File: config.mk
export PLATFORM = sky130hd
export DESIGN_NAME = pm_csr_top
export DESIGN_NICKNAME = d
export VERILOG_FILES = /design/src/rtl/pm_csr_pkg.sv /design/src/rtl/pm_wake_fsm.sv /design/src/rtl/pm_ctrl_fields.sv /design/src/rtl/pm_readback.sv /design/src/rtl/pm_csr_top.sv
export SDC_FILE = /design/constraint.sdc
export NUM_CORES = 1
export LEC_CHECK = 0
export CAP_MARGIN = 10
export CORE_MARGIN = 2
export CORE_UTILIZATION = 26
export DETAILED_ROUTE_END_ITERATION = 12
export PLACE_DENSITY_LB_ADDON = 0.3
export SLEW_MARGIN = 20
export SYNTH_ARGS = -nofsm -noshare
export SYNTH_HDL_FRONTEND = slang
export SYNTH_SLANG_ARGS = --single-unit
File: constraint.sdc
create_clock -name clk -period 0.8 [get_ports clk]
set_input_delay 0.08 -clock clk [delete_from_list [all_inputs] [get_ports clk]]
set_output_delay 0.08 -clock clk [all_outputs]
set_load 0.02 [all_outputs]
File: src/rtl/pm_csr_pkg.sv
package pm_csr_pkg;
    localparam int unsigned REG_W     = 16;
    localparam int unsigned BE_W      = REG_W / 8;
    localparam int unsigned SEL_W     = 4;
    localparam int unsigned PWR_W     = 2;
    localparam int unsigned SCALE_W   = 2;
    localparam int unsigned STAT_BIT  = 15;
    localparam int unsigned SCALE_LO  = 13;
    localparam int unsigned SEL_LO    = 9;
    localparam int unsigned EN_BIT    = 8;
    localparam int unsigned RSVD_LO   = 2;
    localparam int unsigned RSVD_W    = EN_BIT - RSVD_LO;
    localparam logic [SCALE_W-1:0] SCALE_LOW_SEL  = 2'b10;
    localparam logic [SCALE_W-1:0] SCALE_HIGH_SEL = 2'b00;

    typedef enum logic [PWR_W-1:0] {
        PWR_D0 = 2'b00,
        PWR_D1 = 2'b01,
        PWR_D2 = 2'b10,
        PWR_D3 = 2'b11
    } pm_pwr_e;

    typedef enum logic {
        WK_IDLE = 1'b0,
        WK_PEND = 1'b1
    } pm_wake_e;
endpackage

File: src/rtl/pm_wake_fsm.sv
module pm_wake_fsm
    import pm_csr_pkg::*;
(
    input  logic clk,
    input  logic rst_n,
    input  logic evt,
    input  logic clr,
    input  logic wake_en,
    output logic status,
    output logic wake_n
);
    pm_wake_e state_q, state_d;
    logic     wake_n_q;

    always_ff @(posedge clk or negedge rst_n) begin
        if (!rst_n) state_q <= WK_IDLE;
        else        state_q <= state_d;
    end

    always_comb begin
        state_d = state_q;
        unique case (state_q)
            WK_IDLE: if (evt)         state_d = WK_PEND;
            WK_PEND: if (clr && !evt) state_d = WK_IDLE;
            default: state_d = WK_IDLE;
        endcase
    end

    always_ff @(posedge clk or negedge rst_n) begin
        if (!rst_n) wake_n_q <= 1'b1;
        else        wake_n_q <= !((state_q == WK_PEND) && wake_en);
    end

    assign status = (state_q == WK_PEND);
    assign wake_n = wake_n_q;


    evt_sets_chk: assert property (@(posedge clk) disable iff (!rst_n)
        evt |=> status);

    evt_beats_clr_chk: assert property (@(posedge clk) disable iff (!rst_n)
        (evt && clr) |=> status);

    clr_clears_chk: assert property (@(posedge clk) disable iff (!rst_n)
        (clr && !evt) |=> !status);

    status_hold_chk: assert property (@(posedge clk) disable iff (!rst_n)
        (status && !clr) |=> status);

    wake_off_chk: assert property (@(posedge clk) disable iff (!rst_n)
        (!wake_en || !status) |=> wake_n);

    wake_on_chk: assert property (@(posedge clk) disable iff (!rst_n)
        (status && wake_en) |=> !wake_n);
endmodule

File: src/rtl/pm_ctrl_fields.sv
module pm_ctrl_fields
    import pm_csr_pkg::*;
(
    input  logic             clk,
    input  logic             rst_n,
    input  logic             wr_stb,
    input  logic [BE_W-1:0]  be,
    input  logic [SEL_W-1:0] sel_d,
    input  logic             en_d,
    input  logic [PWR_W-1:0] pwr_d,
    output logic [SEL_W-1:0] sel_q,
    output logic             en_q,
    output pm_pwr_e          pwr_q
);
    always_ff @(posedge clk or negedge rst_n) begin
        if (!rst_n) begin
            sel_q <= '0;
            en_q  <= 1'b0;
        end else if (wr_stb && be[1]) begin
            sel_q <= sel_d;
            en_q  <= en_d;
        end
    end

    always_ff @(posedge clk or negedge rst_n) begin
        if (!rst_n)                 pwr_q <= PWR_D0;
        else if (wr_stb && be[0])   pwr_q <= pm_pwr_e'(pwr_d);
    end


    hi_lane_guard_chk: assert property (@(posedge clk) disable iff (!rst_n)
        !(wr_stb && be[1]) |=> ($stable(sel_q) && $stable(en_q)));

    lo_lane_guard_chk: assert property (@(posedge clk) disable iff (!rst_n)
        !(wr_stb && be[0]) |=> $stable(pwr_q));
endmodule

File: src/rtl/pm_readback.sv
module pm_readback
    import pm_csr_pkg::*;
#(
    parameter int unsigned SCALE_SPLIT = 8
) (
    input  logic             acc_sel,
    input  logic             status,
    input  logic [SEL_W-1:0] sel,
    input  logic             en,
    input  pm_pwr_e          pwr,
    output logic [REG_W-1:0] rd_data
);
    logic [SCALE_W-1:0] scale;
    logic [REG_W-1:0]   word;

    always_comb begin
        scale = (32'(sel) <= SCALE_SPLIT) ? SCALE_LOW_SEL : SCALE_HIGH_SEL;
        word  = {status, scale, sel, en, {RSVD_W{1'b0}}, pwr};
    end

    assign rd_data = acc_sel ? word : '0;
endmodule

File: src/rtl/pm_csr_top.sv
module pm_csr_top
    import pm_csr_pkg::*;
#(
    parameter int unsigned SCALE_SPLIT = 8
) (
    input  logic              clk,
    input  logic              rst_n,
    input  logic              acc_sel,
    input  logic              wr_en,
    input  logic [1:0]        byte_en,
    input  logic [15:0]       wr_data,
    output logic [15:0]       rd_data,
    input  logic              wake_evt,
    output logic              wake_n,
    output logic [1:0]        pwr_state
);
    logic             wr_stb;
    logic             clr;
    logic             status;
    logic [SEL_W-1:0] sel_q;
    logic             en_q;
    pm_pwr_e          pwr_q;
    logic             unused_wr_bits;

    assign wr_stb = acc_sel && wr_en;
    assign clr    = wr_stb && byte_en[1] && wr_data[STAT_BIT];
    assign unused_wr_bits = ^{wr_data[SCALE_LO+SCALE_W-1:SCALE_LO],
                              wr_data[EN_BIT-1:RSVD_LO]};

    pm_wake_fsm wake_i (
        .clk     (clk),
        .rst_n   (rst_n),
        .evt     (wake_evt),
        .clr     (clr),
        .wake_en (en_q),
        .status  (status),
        .wake_n  (wake_n)
    );

    pm_ctrl_fields fields_i (
        .clk    (clk),
        .rst_n  (rst_n),
        .wr_stb (wr_stb),
        .be     (byte_en),
        .sel_d  (wr_data[SEL_LO+SEL_W-1:SEL_LO]),
        .en_d   (wr_data[EN_BIT]),
        .pwr_d  (wr_data[PWR_W-1:0]),
        .sel_q  (sel_q),
        .en_q   (en_q),
        .pwr_q  (pwr_q)
    );

    pm_readback #(.SCALE_SPLIT(SCALE_SPLIT)) rb_i (
        .acc_sel (acc_sel),
        .status  (status),
        .sel     (sel_q),
        .en      (en_q),
        .pwr     (pwr_q),
        .rd_data (rd_data)
    );

    assign pwr_state = pwr_q;


    rsvd_zero_chk: assert property (@(posedge clk) disable iff (!rst_n)
        rd_data[EN_BIT-1:RSVD_LO] == '0);

    scale_high_chk: assert property (@(posedge clk) disable iff (!rst_n)
        (acc_sel && (32'(rd_data[SEL_LO+SEL_W-1:SEL_LO]) > SCALE_SPLIT))
            |-> (rd_data[SCALE_LO+SCALE_W-1:SCALE_LO] == SCALE_HIGH_SEL));

    scale_low_chk: assert property (@(posedge clk) disable iff (!rst_n)
        (acc_sel && (32'(rd_data[SEL_LO+SEL_W-1:SEL_LO]) <= SCALE_SPLIT))
            |-> (rd_data[SCALE_LO+SCALE_W-1:SCALE_LO] == SCALE_LOW_SEL));

    idle_bus_chk: assert property (@(posedge clk) disable iff (!rst_n)
        !acc_sel |-> (rd_data == '0));

    idle_write_chk: assert property (@(posedge clk) disable iff (!rst_n)
        !acc_sel |=> ($stable(pwr_state) && $stable(sel_q) && $stable(en_q)));
endmodule

# Word-level counts from Yosys, hierarchy flattened
# Index checks and enable logic that the tools add are counted.
[totals] reg_bits=9 latch_bits=0 ramBits=0 rom_bits=0 input_bits=23 wordCells=20 mem_count=0
[classes] n_addsub=0 mul=0 div_mod_pow=0 n_lt_le_gt_ge=1 n_eq_ne=0 shifts=0 mux=5 bitwise=1 reduce_logical=8
[ops] cell="two-way mux 16 bit" count=1
[ops] cell="logical AND 1 bit" count=6
[ops] cell="<= comparator 4 bit (second input constant)" count=1
[ops] cell="zero test 1 bit" count=2
[ops] cell="two-way mux 1 bit" count=2
[ops] cell="two-way mux 2 bit" count=1
[ops] cell="one-hot mux 1 bit (2 select lines)" count=1
[ops] cell="NOT 1 bit" count=1

# Longest topological paths before layout
# Gate-level depths: netlist of run 1.
[depth] depth_word=6 depth_mapped=3

# Hierarchy
# From an unflattened synthesis of run 1, not the netlist that was laid out.
[hier_totals] cells_unflattened=41 hier_area_um2=467.9
[modules_own_cells] module="pm_ctrl_fields" n_inst=1 cells_each=16 area_per_inst_um2=264.0 seq_area_each_um2=175.2
[modules_own_cells] module="pm_readback" n_inst=1 cells_each=18 area_per_inst_um2=121.4 seq_area_each_um2=0.0
[modules_own_cells] module="pm_wake_fsm" n_inst=1 cells_each=5 area_per_inst_um2=66.3 seq_area_each_um2=51.3
[modules_own_cells] module="pm_csr_top" n_inst=1 cells_each=2 area_per_inst_um2=16.3 seq_area_each_um2=0.0

# Least setup slack after synthesis of run 1
# OpenSTA, ideal clock, no wires.
[synth_path] path_kind="register -> output" startpoint="register fields_i.sel_q[1]" endpoint="output port rd_data[14]" arrival_time_ps=815 required_ps=720 path_slack_ps=-95 stages_incl_launch_ff=3 path_cell_list="dfrtp_1 > o31ai_1 > and2_1"
[synth_via] elab_chain_cells=3
[synth_rtl] item="start, declared" line="pm_ctrl_fields.sv:11" rtl="output logic [SEL_W-1:0] sel_q,"
[synth_rtl] item="start signal, assigned" line="pm_ctrl_fields.sv:20" rtl="sel_q <= sel_d;"
[synth_rtl] item="<= comparator 4 bit" line="pm_readback.sv:17" rtl="scale = (32'(sel) <= SCALE_SPLIT) ? SCALE_LOW_SEL : SCALE_HIGH_SEL;"
[synth_rtl] item="two-way mux 2 bit" line="pm_readback.sv:17"
[synth_rtl] item="two-way mux 16 bit" line="pm_readback.sv:21" rtl="assign rd_data = acc_sel ? word : '0;"
[synth_rtl] item="end, declared" line="pm_csr_top.sv:12" rtl="output logic [15:0] rd_data,"
# No other way between the ends.

# Worst setup path after layout of run 1
[layout_path] startpoint="register fields_i.sel_q[2]" endpoint="output port rd_data[14]"
# Same word-level chain as after synthesis.

==> impl_results.md, run 1 <==
* Share of the cycle needed by the critical path after routing at 160%
* Clock Sinks at 9
* Global placement routability congestion at around 0.69
* Pin count of the biggest net entering global routing at 10
* Share of the yosys chip area belonging to registers at between 40% and 50%
* Cell internal pwr at 1.24 mW
* Worst min-delay path class: in2async
* Required time worst endpoint at between 700 and 800 ps
* Post-Syn Area at 463 um^2
* CTS Hold Bufs at 0
* Final max-slew violation count at 0
* Final clock skew at just under 5 ps
* PwrDens at about 1900 nW/um^2
* Avg Cell Area, Syn at approximately 12 um^2
* Critical Setup Path Class: reg2out
* Die area at roughly 2100 um^2
* Detailed placement HPWL at approximately 870 um
* Total setup violations reported at the end of the flow at 19
* CTS tree: yes
* Arrival time reported for the critical path endpoint at around 1200 ps
* Total via count after detailed routing at 430
* RSZ-0062 raised after global routing: yes
* CTS Root Cell: sky130_fd_sc_hd__clkbuf_4
* R2R Setup Slk at -120 ps
* Gate count after technology mapping at 40
* Final routed wirelength across all metal layers at roughly 1.3 mm
* Peak VDD IR at 949 uV
* Iteration count of the initial detailed-routing pass at 1
* Failing checks: setup timing
* Post-route insts no fill at roughly 110
* Total global-route track usage at 12.8%
* Global-route wire length before repair at 1.81 mm
* Overflow left after global routing at 0
* Remaining antenna violation count after routing at 0
* Initial cell density of the core at between 20 and 30%
* Core area at between 1500 and 2000 um^2
* Clock transition at the register clock pins on the worst setup and hold paths after CTS at roughly 60 ps
* Number of levels in the clock H-tree at 1
* Fraction of power spent switching nets at 29.7%
* Cell variety after synth at 13
* CP Capture Type: output port
* Ratio of routed vias to standard cells at approximately 4.1
* Count of routing violations after the opening detailed-route iteration at 0
* Startpoint kind of the worst setup timing path: flop
* Total CTS buffers at 3
* Relative contribution of the clock network to total power at between 15 and 20%
* Layout area overhead at 105%
* Switching power of the nets at roughly 0.52 mW
* Fraction of power consumed by sequential logic at a little over a third
* Number of design rule violations left after detail routing at 0
* Deepest clock path buffer count at 2
* #FFs+latches synth at 9
* Clock latency at the later pin of the worst-skew pair at about 260 ps
* Placed Cells at 99
* Number of I/O port buffers at 26
* Static leakage at around 0.45 nW
* Number of global-route vias before repair at approximately 420
* Floorplan row count at 15
* Fmax achieved at roughly 0.8 GHz
* CP Max Fanout at 2
* Ys Warns at 0
* Y dimension of the die at 46.2 um
* Final hold violations at 0
* Initial antenna violation count at 0
* PnR worst setup slack at -476 ps
* Combinational Power Share at between 40% and 50%
* Per-cell routed wire length at 12.2 um
* Boundary Pins at 42
* Count of antenna diodes in the layout at 0
* X dimension of the die at 46.2 um
* Post-layout power at roughly 1.8 mW
* Status: finished with violations
* Fraction of layout instances using a drive strength above 1 at about three fifths
* Time the worst path needs with I/O delays and setup at ~1300 ps
* Max-Cap Viols at 0
* Minimum hold slack at between 100 and 150 ps
* Final net count at between 100 and 150
cell families after synthesis:
| logic type | synth area share (%) |
|---|---|
| buffers and inverters | 12.4 |
| DFF | 48.9 |
| other | 0.810 |
| and+or+nand+nor | 17.6 |
| muxes | 17.0 |
| AOI/OAI and AO/OA | 3.24 |
worst max-delay path, stage by stage (launching register included):
cell and delay (ps):
sky130_fd_sc_hd__dfrtp_1 400, sky130_fd_sc_hd__o31ai_2 260, sky130_fd_sc_hd__and2_4 170, sky130_fd_sc_hd__buf_6 110
state kept, by name, indices dropped and copies added, names as in the netlist:
register	cells
fields_i.sel_q	4
fields_i.pwr_q	2
wake_i.wake_n	1
fields_i.en_q	1
wake_i.status	1
cell usage in the layout, fill, tap and decap left out, types with 2 or more instances in the layout:
cell type	count
sky130_fd_sc_hd__dfrtp_2	2
sky130_fd_sc_hd__buf_4	4
sky130_fd_sc_hd__buf_6	19
sky130_fd_sc_hd__clkdlybuf4s50_1	11
sky130_fd_sc_hd__conb_1	7
sky130_fd_sc_hd__dlygate4sd2_1	2
sky130_fd_sc_hd__and2_4	9
sky130_fd_sc_hd__dfrtp_1	6
sky130_fd_sc_hd__mux2_4	6
sky130_fd_sc_hd__clkbuf_4	3
synth_stat cells:
cell type | number | area share [%]
sky130_fd_sc_hd__nand3_1 | 1 | 1.1
sky130_fd_sc_hd__mux2_2 | 7 | 17
sky130_fd_sc_hd__and2_1 | 9 | 12
sky130_fd_sc_hd__nand3_2 | 1 | 2.2
sky130_fd_sc_hd__buf_4 | 7 | 11
sky130_fd_sc_hd__o31ai_1 | 1 | 1.6
sky130_fd_sc_hd__a21o_1 | 1 | 1.6
sky130_fd_sc_hd__conb_1 | 1 | 0.81
sky130_fd_sc_hd__dfstp_2 | 1 | 5.7
sky130_fd_sc_hd__nand4_1 | 1 | 1.4
sky130_fd_sc_hd__nand2_1 | 1 | 0.81
sky130_fd_sc_hd__dfrtp_1 | 8 | 43
sky130_fd_sc_hd__buf_2 | 1 | 1.1
stage by stage:
step           setup TNS [ps]  util, %  worst slack, ps  instance area (um^2)
2_1_floorplan           -94.7        -            -61.0                   498
5_1_grt                 -4210     55.5             -526                   948
4_1_cts                 -3630     55.2             -458                   943
6_report                -3560     55.5             -476                   948
3_5_place_dp           -11200     48.0             -692                   820
3_3_place_gp           -11120     48.0             -704                   820
final timing paths:
| kind | from | end | cells after the start |
|---|---|---|---|
| min in group clk | byte_en[1] | wake_i.status | 3 |
| hold / removal | rst_n | fields_i.sel_q[2] | 2 |
| setup / recovery | fields_i.sel_q[2] | rd_data[14] | 3 |
| max in group asynchronous | rst_n | wake_i.wake_n | 2 |
| hold reg to reg | wake_i.status | wake_i.wake_n | 2 |
| setup reg to reg | fields_i.sel_q[1] | fields_i.sel_q[1] | 2 |
layout make-up:
type                    instances  area (um^2)
fillers                       154          759
multi-input cells              29          259
flip-flops and latches          9          229
well taps                      25         31.3
repair buffers                 38          403
clock buffers                   4         26.3
power groups by stage:
stage / clock (mW) / combinational [mW] / sequential (mW)
floorplan: 0 / 0.266 / 0.629
global placement: 0 / 0.628 / 0.596
detailed placement: 0 / 0.631 / 0.599
CTS: 0.380 / 0.788 / 0.608
global route: 0.407 / 0.848 / 0.627
finish: 0.351 / 0.794 / 0.620
layer usage:
metal,vias up,wire length (um),track usage (%)
li1,200,-,-
met1,213,436,13.3
met2,15,776,21.7
met3,2,47,4.31
met4,0,17,8.57
met5,-,0,0
timing repair:
action                                  CTS  global route
endpoints found under the setup margin   20            19
pin swaps                                 8             0
buffers inserted                          2             4
gates resized for setup                  97             5
Power figures use the tool's default switching activity.
==> run 2, diff against run 1 <==
- CORE_UTILIZATION: 26 -> 29
- clock period: 0.8 -> 1.3 ns (I/O delays scaled with it)
==> run 2 against run 1 <==
  * The flow now finishes without violations
  * Critical path depth is the same
  * Non-clock buffer count shrank 9
  * Final cell count shrank 17%
==> impl_results.md, run 2 (synthesis results as in run 1) <==
* PwrDens at 1180 nW/um^2 (-36%)
* Cells traversed along the worst timing path: o31ai_1 -> and2_1 -> buf_6
* Final net count at 95 (-8.7%)
* Clock transition at the register clock pins on the worst setup and hold paths after CTS at 60 ps (about the same)
* Total setup violations reported at the end of the flow at 0 (-19)
* Total via count after detailed routing at 387 (-10%)
* Most common cell after layout, fill and taps aside: sky130_fd_sc_hd__clkdlybuf4s50_1
* Core area at 1510 um^2 (-12%)
* Max-Cap Viols at 0 (unchanged)
* Minimum hold slack at 176 ps (+41.0 ps)
* CTS tree: yes
* Number of levels in the clock H-tree at 1 (unchanged)
* Detailed placement HPWL at 791 um (-9.2%)
* Longest individual stage delay on the worst path at 380 ps (-20 ps)
* Post-route insts no fill at 87 (-17%)
* Static leakage at 0.342 nW (-25%)
* Remaining antenna violation count after routing at 0 (unchanged)
* X dimension of the die at 44.0 um (-4.8%)
* Post-layout power at 0.875 mW (-50%)
* Required time worst endpoint at 1170 ps (+450 ps)
* Time the worst path needs with I/O delays and setup at approximately 1300 ps
* Total CTS buffers at 3 (unchanged)
* Number of I/O port buffers at 26 (unchanged)
* Ratio of routed vias to standard cells at 4.45 (+8.6%)
* Placed Cells at 83 (-16%)
* Commonest cells after routing, fill and taps aside: sky130_fd_sc_hd__clkdlybuf4s50_1, sky130_fd_sc_hd__and2_1, sky130_fd_sc_hd__dfrtp_1
* Deepest clock path buffer count at 2 (unchanged)
* Final routed wirelength across all metal layers at 989 um (-23%)
* Flip-flop count of the largest register, all copies and words added at 4 (unchanged)
* Worst Path Buf+Inv at 1 (unchanged)
* Number of global-route vias before repair at 377 (-9.4%)
* CTS Hold Bufs at 0 (unchanged)
* Final clock skew at 0.0411 ps (-4.90 ps)
* Iteration count of the initial detailed-routing pass at 1 (unchanged)
* Peak VDD IR at 520 uV (-45%)
* Final max-slew violation count at 0 (unchanged)
* Initial cell density of the core at 30.7% (+3.6 points)
* Regs by FF count: fields_i.sel_q x4, fields_i.pwr_q x2
* CP Capture Type: output port
* CP Max Fanout at 2 (unchanged)
* CTS Root Cell: sky130_fd_sc_hd__clkbuf_4
* Share of the cycle needed by the critical path after routing at 98.4%
* Global placement routability congestion at 0.740 (+6.9%)
* Fmax achieved at just under 0.8 GHz
* Overflow left after global routing at 0 (unchanged)
* Util after Layout at 49.1% (-6.4 points)
* Floorplan row count at 14 (-1)
* Fraction of layout instances using a drive strength above 1 at 25.4% (-36 points)
* Register bank with the most flops: fields_i.sel_q
* Global-route wire length before repair at 1.66 mm (-8.4%)
* Cell with the largest stage delay on the worst path: sky130_fd_sc_hd__dfrtp_1
* CP top delay family: flip-flops
* Count of antenna diodes in the layout at 0 (unchanged)
* Arrival time reported for the critical path endpoint at 1150 ps (-50 ps)
* Worst min-delay path class: in2async
* Layout area overhead at 59.7%
* RSZ-0062 raised after global routing: yes
* Initial antenna violation count at 0 (unchanged)
* Pin count of the biggest net entering global routing at 11 (+1)
* Number of design rule violations left after detail routing at 0 (unchanged)
* Status: finished clean
* Per-cell routed wire length at 11.4 um (-6.6%)
* Critical Setup Path Class: reg2out
* Final hold violations at 0 (unchanged)
* Startpoint kind of the worst setup timing path: flop
* Clock latency at the later pin of the worst-skew pair at 260 ps (about the same)
* Die area at 1930 um^2 (-9.5%)
* Count of routing violations after the opening detailed-route iteration at 0 (unchanged)
* Boundary Pins at 42 (unchanged)
* Y dimension of the die at 44.0 um (-4.8%)
* Total global-route track usage at 12.3% (-0.51 points)
* Clock Sinks at 9 (unchanged)
==> run 2: what timing repair did <==
item                       in CTS  in global routing
gates resized for setup        21                  6
hold endpoints to repair        0                  0
setup endpoints to repair      12                  6
pin swaps                       0                  0
setup buffers                   0                  0
==> run 2: report_power, final <==
| group | internal [mW] | switching, mW | total (mW) |
|---|---|---|---|
| logic | 0.155 | 0.144 | 0.299 |
| clock network | 0.118 | 0.0946 | 0.213 |
| registers | 0.333 | 0.0294 | 0.362 |
| total | 0.606 | 0.268 | 0.875 |
==> run 2: cell type report <==
class                   instances  area [um^2]
flip-flops and latches          9          226
fillers                       160          767
multi-input cells              29          201
repair buffers                 29          265
well taps                      16         20.0
clock buffers                   4         26.3
==> run 2: worst register-to-register path, delay by kind of cell, from the launching register on <==
kind	cells	cell delay (ps)
DFF	1	380
buffers and inverters	1	130
muxes	1	250
==> run 2: worst paths after layout <==
check,cells past startpoint,to,slack [ps],from
min,1,fields_i.en_q,180,rst_n
max in group asynchronous,1,wake_i.wake_n,800,rst_n
min reg2reg,1,wake_i.wake_n,420,fields_i.en_q
min in group clk,1,wake_i.wake_n,420,fields_i.en_q
max reg2reg,2,fields_i.sel_q[1],410,fields_i.sel_q[1]
max,3,rd_data[14],20,fields_i.sel_q[1]
==> run 2: routing by layer <==
metal | wire length, um | GRT usage, % | up-vias | share of wire, %
li1 | - | - | 183 | -
met1 | 359 | 12.6 | 184 | 36
met2 | 533 | 20.9 | 18 | 54
met3 | 86 | 6.25 | 2 | 8.7
met4 | 9 | 5.45 | 0 | 0.91
met5 | 0 | 0 | - | 0
==> run 2: per-stage QoR <==
step	area, um^2	worst slack, ps	setup TNS [ps]
floorplan	485	355	0
global placement	731	-348	-4210
detailed placement	731	-375	-4820
CTS	744	-9.72	-9.72
global route	739	-57.5	-57.5
finish	739	21.2	0
